===== src/rtl/uart_idle_pkg.sv =====
package uart_idle_pkg;

    // Controller states of the idle flag
    typedef enum logic [1:0] {
        IDL_DISARMED = 2'd0,  // waiting for a received character
        IDL_ARMED    = 2'd1,  // counting toward one character time
        IDL_FLAGGED  = 2'd2,  // flag set, no status read seen yet
        IDL_RD_PEND  = 2'd3   // flag set, status read seen, awaiting data read
    } idl_state_e;

    // Bit times in one character: start + data + stop (+ one extra when long)
    function automatic int unsigned char_bit_times(input int unsigned data_bits,
                                                   input logic long_frame);
        return data_bits + 2 + (long_frame ? 1 : 0);
    endfunction

endpackage


===== src/rtl/idle_high_counter.sv =====
module idle_high_counter #(
    parameter int unsigned DATA_BITS = 8,
    parameter int unsigned CNT_W     = $clog2(DATA_BITS + 4)
) (
    input  logic clk,
    input  logic rst_n,
    input  logic bit_tick,
    input  logic rx_line,
    input  logic start_evt,
    input  logic stop_evt,
    input  logic after_stop,
    input  logic long_frame,
    output logic line_quiet
);
    import uart_idle_pkg::*;

    localparam int unsigned SHORT_LEN = DATA_BITS + 2;
    localparam int unsigned LONG_LEN  = DATA_BITS + 3;

    logic [CNT_W-1:0] high_cnt;
    logic [CNT_W-1:0] target;
    logic             counting;   // counting window open

    assign target = CNT_W'(char_bit_times(DATA_BITS, long_frame));

    always_ff @(posedge clk) begin
        if (!rst_n) begin
            high_cnt <= '0;
            counting <= 1'b0;
        end else if (start_evt) begin
            // New character: early policy opens the window, late policy closes it
            high_cnt <= '0;
            counting <= !after_stop;
        end else if (stop_evt && after_stop) begin
            high_cnt <= '0;
            counting <= 1'b1;
        end else if (bit_tick && counting) begin
            if (!rx_line) begin
                high_cnt <= '0;
            end else if (high_cnt < target) begin
                high_cnt <= high_cnt + 1'b1;
            end
        end
    end

    assign line_quiet = (high_cnt >= target);

    // Assertions
    a_r1_count_bounded: assert property (@(posedge clk) disable iff (!rst_n)
        high_cnt <= CNT_W'(LONG_LEN));

    a_r7_low_tick_empties: assert property (@(posedge clk) disable iff (!rst_n)
        (bit_tick && counting && !rx_line && !start_evt && !stop_evt)
        |=> (high_cnt == '0) && !line_quiet);

    a_r1_short_frame_fits: assert property (@(posedge clk) disable iff (!rst_n)
        (!long_frame && line_quiet) |-> (high_cnt >= CNT_W'(SHORT_LEN)));

endmodule


===== src/rtl/idle_flag_fsm.sv =====
module idle_flag_fsm (
    input  logic clk,
    input  logic rst_n,
    input  logic line_quiet,
    input  logic rx_char_evt,
    input  logic status_rd,
    input  logic data_rd,
    output logic idle_flag
);
    import uart_idle_pkg::*;

    idl_state_e state_q, state_d;

    // State register
    always_ff @(posedge clk) begin
        if (!rst_n) state_q <= IDL_DISARMED;
        else        state_q <= state_d;
    end

    // Transitions
    always_comb begin
        state_d = state_q;
        unique case (state_q)
            IDL_DISARMED: if (rx_char_evt) state_d = IDL_ARMED;
            IDL_ARMED:    if (line_quiet)  state_d = IDL_FLAGGED;
            IDL_FLAGGED:  if (status_rd)   state_d = IDL_RD_PEND;
            IDL_RD_PEND:  if (data_rd)     state_d = IDL_DISARMED;
            default:                       state_d = IDL_DISARMED;
        endcase
    end

    // Outputs
    always_comb begin
        unique case (state_q)
            IDL_FLAGGED, IDL_RD_PEND: idle_flag = 1'b1;
            default:                  idle_flag = 1'b0;
        endcase
    end

    // Assertions
    a_r4_fall_after_data_read: assert property (@(posedge clk) disable iff (!rst_n)
        $fell(idle_flag) |-> $past(data_rd));

    a_r5_data_alone_keeps: assert property (@(posedge clk) disable iff (!rst_n)
        (state_q == IDL_FLAGGED && data_rd) |=> idle_flag);

    a_r1_rise_needs_quiet: assert property (@(posedge clk) disable iff (!rst_n)
        $rose(idle_flag) |-> $past(line_quiet));

    a_r9_flag_holds: assert property (@(posedge clk) disable iff (!rst_n)
        (idle_flag && !data_rd) |=> idle_flag);

endmodule


===== src/rtl/uart_idle_detect.sv =====
module uart_idle_detect #(
    parameter int unsigned DATA_BITS = 8
) (
    input  logic clk,
    input  logic rst_n,
    input  logic bit_tick,
    input  logic rx_line,
    input  logic start_evt,
    input  logic stop_evt,
    input  logic rx_char_evt,
    input  logic long_frame,
    input  logic after_stop,
    input  logic status_rd,
    input  logic data_rd,
    output logic idle_flag
);
    localparam int unsigned CNT_W = $clog2(DATA_BITS + 4);

    logic line_quiet;

    idle_high_counter #(
        .DATA_BITS (DATA_BITS),
        .CNT_W     (CNT_W)
    ) u_cnt (
        .clk        (clk),
        .rst_n      (rst_n),
        .bit_tick   (bit_tick),
        .rx_line    (rx_line),
        .start_evt  (start_evt),
        .stop_evt   (stop_evt),
        .after_stop (after_stop),
        .long_frame (long_frame),
        .line_quiet (line_quiet)
    );

    idle_flag_fsm u_fsm (
        .clk         (clk),
        .rst_n       (rst_n),
        .line_quiet  (line_quiet),
        .rx_char_evt (rx_char_evt),
        .status_rd   (status_rd),
        .data_rd     (data_rd),
        .idle_flag   (idle_flag)
    );

    // a flag may only appear after the first edge out of reset
    a_r8_reset_clear: assert property (@(posedge clk)
        !rst_n |=> !idle_flag);

endmodule


===== config.mk =====
export PLATFORM = sky130hd
export DESIGN_NAME = uart_idle_detect
export DESIGN_NICKNAME = d
export VERILOG_FILES = /design/src/rtl/uart_idle_pkg.sv /design/src/rtl/idle_high_counter.sv /design/src/rtl/idle_flag_fsm.sv /design/src/rtl/uart_idle_detect.sv
export SDC_FILE = /design/constraint.sdc
export NUM_CORES = 1
export LEC_CHECK = 0
export BUFFER_PORTS_ARGS = -buffer_cell sky130_fd_sc_hd__clkbuf_2
export CAP_MARGIN = 10
export CORE_AREA = 8 8 45 47
export CTS_CLUSTER_SIZE = 20
export DETAILED_ROUTE_END_ITERATION = 8
export DIE_AREA = 0 0 53 55
export PLACE_DENSITY_LB_ADDON = 0.25
export SLEW_MARGIN = 30
export SYNTH_ARGS = -nofsm -noshare
export SYNTH_HDL_FRONTEND = slang
export SYNTH_SLANG_ARGS = --single-unit

===== constraint.sdc =====
create_clock -name clk -period 3.9 [get_ports clk]
set_clock_uncertainty 0.15 [all_clocks]
set_input_delay 0.195 -clock clk [delete_from_list [all_inputs] [get_ports clk]]
set_output_delay 0.195 -clock clk [all_outputs]
set_load 0.005 [all_outputs]

[Word level (Yosys, flattened, before mapping)]
Index checks and enable logic that the tools add are counted.
W data, S select, Z words.
Word-level totals
  bits in registers: 7
  logic and storage cells: 36
Operators by class
  reduce and logical (&&, ||, !) cells: 9
  add/subtract/negate cells: 2
  mux-type cells: 11
  magnitude comparators: 2
  bitwise logic cells: 1
  equality and inequality tests: 8
Operators with widths (number)
  $mux W2: 4
  $mux W4: 2
  $ne A2 B2 Y1 const B: 4
  $pmux W2 S4: 1
  $add A4 B1 Y4 const B: 1
  $add A4 B4 Y4 const A: 1
  $eq A2 B2 Y1 const B: 2
  $ge A4 B4 Y1: 1
  $lt A4 B4 Y1: 1
  $mux W1: 4
  $reduce_and A4 Y1: 1
  $reduce_or A3 Y1: 1
  $eq A2 B1 Y1 const B: 1
  $logic_and A1 B1 Y1: 2
  $logic_not A2 Y1: 1
  $ne A2 B1 Y1 const B: 1
  $reduce_and A2 Y1: 1
  $reduce_bool A2 Y1: 1
  $reduce_or A2 Y1: 1
  $logic_not A1 Y1: 1
  $not A1 Y1: 1

[Longest topological paths before layout]
  depth in word-level cells: 5
  depth in mapped cells: 6

[Cells and area by module]
Synthesis repeated with hierarchy kept, for this count alone.
Second synthesis, totals
  cell total of the unflattened synthesis: 61
  area total of the unflattened synthesis: 518.0 um^2
By module, submodules not included
  idle_high_counter: cells an instance 40, sequential area each 100.1 um^2, times used 1, area each 307.8 um^2
  idle_flag_fsm: cells an instance 21, sequential area each 40.0 um^2, times used 1, area each 210.2 um^2

[Worst setup path after synthesis]
OpenSTA, ideal clock, no wires.
  path kind: register to register
  from: register u_cnt.high_cnt[0]
  to: register u_cnt.high_cnt[2]
  data required time: 3.680 ns
  cell stages (with the launch flop): 7
  setup time: 0.070 ns
  arrival time: 1.337 ns
  path slack: 2.343 ns
  path through: dfxtp_1 inv_1 ha_1 nor2b_1 o211a_1 or4_1 a21boi_1
Between the ends
  word-level cells in the longest chain between the ends: 3
  elaborated cells between the ends (all ways): 6
  those cells by class: add/sub: 1; order compare: 1; eq/ne: 1; mux: 2; reduce/logical: 1
Ends and longest elaborated chain
  start, declared: RTL line idle_high_counter.sv:20  | logic [CNT_W-1:0] high_cnt;
  start signal, assigned: RTL line idle_high_counter.sv:41  | high_cnt <= high_cnt + 1'b1;
  $add A4 B1 Y4 / $lt A4 B4 Y1 (equally long branches): RTL line idle_high_counter.sv:41, idle_high_counter.sv:40
  $mux W4 / $ne A2 B1 Y1 (equally long branches)
  $mux W4 / $reduce_and A2 Y1 (equally long branches)
Parallel ways exist; a longest one is shown, timed or not. The select of a mux whose other input is x is not followed.
A chain may end at the register's enable or synchronous reset.

[Worst setup path after layout]
  from: register u_fsm.state_q[0]
  to: output idle_flag
Between the ends
  word-level cells in the longest chain between the ends: 3
  elaborated cells between the ends (all ways): 4
  those cells by class: eq/ne: 2; mux: 1; reduce/logical: 1
Ends and longest elaborated chain
  start, declared: RTL line idle_flag_fsm.sv:12  | idl_state_e state_q, state_d;
  start signal, assigned: RTL line idle_flag_fsm.sv:17  | else state_q <= state_d;
  $eq A2 B2 Y1: RTL line idle_flag_fsm.sv:34  | unique case (state_q)
  $reduce_or A2 Y1 *: RTL line idle_flag_fsm.sv:34
  $mux W1 *: RTL line idle_flag_fsm.sv:34
  end, declared: RTL line uart_idle_detect.sv:15  | output logic idle_flag
Every way passes the cells marked *; elsewhere a longest branch is shown, timed or not.

==> flow_summary.ini <==
[worst_hold_path]
holdPathEnd = u_cnt.counting
hold_class = in2reg
min_path_cells = 2
hp-start = after_stop

[detailed_routing]
postRouteAntennaNets = 0
drt_first_pass_iters = 2
viasPerCell = 5.05
totalWireLength_um = 892
drc = 0
num_vias = 434
drt_iter0_drc = 4
wire_per_inst_um = 10.4

[timing]
finalSetupViolCount = 0
drv_slew = 0
worstMarginPinSlew_ns = 0.723
period_share_pct = 42.4
timing.fmax_ghz = 0.605
fin_tns_setup_ns = 0
hold_viol = 0
grt_setup_unrepaired = no
period_minus_slack_ns = 1.65
relSlewSlack_pct = 51.5

[clocking]
cts_hold_buf = 0
clockBufferDepth = 2
clk_latency_ns = 0.24
root_buffer = clkbuf_4
cts_made_buffers = 3
clkSinkCount = 7
cts_tree = done
clk_pin_slew_ns = 0.05
cts.repair.resized = 0
cts-htree-levels = 1
post_cts_buffers = 0

[setup_path]
r2r_start = u_cnt.high_cnt[0]
end_kind = primary output
path_cells = inv_1 -> ha_1 -> or2_2 -> clkbuf_2
r2r_end = u_cnt.high_cnt[2]
ff2ff_path_depth = 6
path_max_fanout = 4
critical_path_class = reg2out
slowest_delay_ns = 0.37
arrival_ns = 1.31
ff2ff_setup_slack_ns = 2.27
startpoint_type = flop
crit_required_ns = 3.56
critPathSlowestCell = dfxtp_1

[placed_design]
port_buffers = 11
placedInstanceArea_um2 = 546
place_congestion = 0.726
post-dp-hpwl_um = 766

[floorplan]
core-area_um2 = 1380
io_pins = 12
die-area_um2 = 2920
die_h_um = 55
start_util_pct = 34.0
fp.dieW_um = 53
rows = 14

[grt]
grt_usage_pct = 6.56
grt-ovfl-total = 0
grt_pass1_wl_um = 1430
grt_pass1_vias = 375
antenna_found_initial = 0
grt_max_degree = 7

[yosys]
ys_types = 19
synth_cells = 55
yosys_warnings = 0
netlist_area_um2 = 470
seq_area_frac_synth_pct = 29.8
ys_seq_elements = 7
syn_avg_cell_area_um2 = 8.55
synth.net_count = 73

[status]
status = complete, no violations

[cells_and_area]
finish.instance_area_um2 = 572
register_area_um2 = 140
layout-drive-gt1-share_pct = 22.9
multiInputGateArea_um2 = 308
area_growth_pct = 21.5
layout.nets = 89
nFillCells = 154
n_antenna_cell = 0

[power]
p_per_area_nw_per_um2 = 410
power_leakage_uw = 0.000263
vdd_ir_drop_max_uv = 186

[job]
maxCapViolCount = 0
==> critical path: cells and delay by family, from the launching register on <==
kind,cells,cell delay (ns)
DFF,1,0.37
and+or+nand+nor,1,0.27
adders and majority gates,1,0.22
buffers and inverters,2,0.21
==> state kept, by name, summed over array words and instances (netlist names) <==
name / flops
u_cnt.high_cnt: 4
u_fsm.state_q: 2
u_cnt.counting: 1
==> layout make-up <==
type | count | area share [%]
clock buffer | 4 | 4.60
inverter | 6 | 3.94
multi-input combinational | 42 | 53.8
sequential | 7 | 24.5
tap | 16 | 3.50
timing repair buffer | 11 | 9.63
==> report_power, final <==
group / internal, uW / leakage (uW) / switching (uW) / total, uW
registers: 81.7 / 0.0000571 / 9.63 / 91.3
logic: 39.7 / 0.000191 / 40.0 / 79.7
clock network: 38.9 / 0.0000150 / 24.6 / 63.5
total: 160 / 0.000263 / 74.2 / 234
==> worst max-delay path by stage <==
| stage | startpoint | end | depth (start not counted) |
|---|---|---|---|
| floorplan | u_cnt.high_cnt[0] | u_cnt.high_cnt[2] | 6 |
| global placement | u_cnt.high_cnt[0] | u_cnt.high_cnt[2] | 6 |
| detailed placement | u_cnt.high_cnt[0] | u_cnt.high_cnt[2] | 6 |
| CTS | u_fsm.state_q[0] | idle_flag | 4 |
| global route | u_fsm.state_q[0] | idle_flag | 4 |
| finish | u_fsm.state_q[0] | idle_flag | 4 |
==> layer usage <==
metal	up-vias	GRT usage [%]	wire [um]
li1	224	-	-
met1	196	7.76	432
met2	12	8.59	349
met3	2	3.48	94
met4	0	5.17	15
met5	-	0	0
==> through the flow <==
stage          util [%]  total power (uW)  worst slack (ns)  hold WS, ns  std cells
6_report           41.3               234              2.25      0.00809         86
4_1_cts            41.3               241              2.22      0.00282         86
3_3_place_gp       39.4               175              2.31        0.255         82
2_1_floorplan         -               151              2.34        0.139         55
5_1_grt            41.3               258              2.16       0.0155         86
3_5_place_dp       39.4               176              2.27        0.270         82
==> logic make-up (layout without fill, tap and decap cells) <==
group	Yosys count	count (layout)	share of synthesized area [%]
fa+ha+maj	7	7	18.6
mux	4	4	8.51
buf+inv	6	21	4.79
simple gates	20	20	20.2
flops	7	7	29.8
compound gates	11	11	18.1
==> layout by cell type, fill, tap and decap left out <==
master | netlist | final
nand3_1 | 3 | 3
mux2i_1 | 4 | 4
nand2_1 | 9 | 9
o2111ai_1 | 1 | 1
dfxtp_1 | 7 | 7
o221a_2 | 1 | 1
a211oi_1 | 3 | 3
inv_1 | 6 | 6
o211ai_1 | 1 | 1
or2_2 | 1 | 1
a21boi_1 | 1 | 1
clkbuf_4 | 0 | 3
o21ai_0 | 2 | 2
o211a_1 | 1 | 1
nor2_1 | 2 | 2
clkbuf_2 | 0 | 11
or4_1 | 1 | 1
nand2b_1 | 2 | 2
a21boi_0 | 1 | 1
clkbuf_1 | 0 | 1
ha_1 | 7 | 7
nor2b_1 | 2 | 2
==> synth_stat cells, drive strengths merged <==
master | instances | area, um^2
a21boi | 2 | 15.0
a211oi | 3 | 22.5
or2 | 1 | 6.26
o221a | 1 | 11.3
or4 | 1 | 7.51
o21ai | 2 | 10.0
mux2i | 4 | 40.0
o2111ai | 1 | 8.76
inv | 6 | 22.5
nand2 | 9 | 33.8
o211ai | 1 | 7.51
dfxtp | 7 | 140
nand2b | 2 | 12.5
nor2b | 2 | 12.5
nand3 | 3 | 15.0
ha | 7 | 87.6
o211a | 1 | 10.0
nor2 | 2 | 7.51
Note: power is estimated with default switching activity, not from simulation.
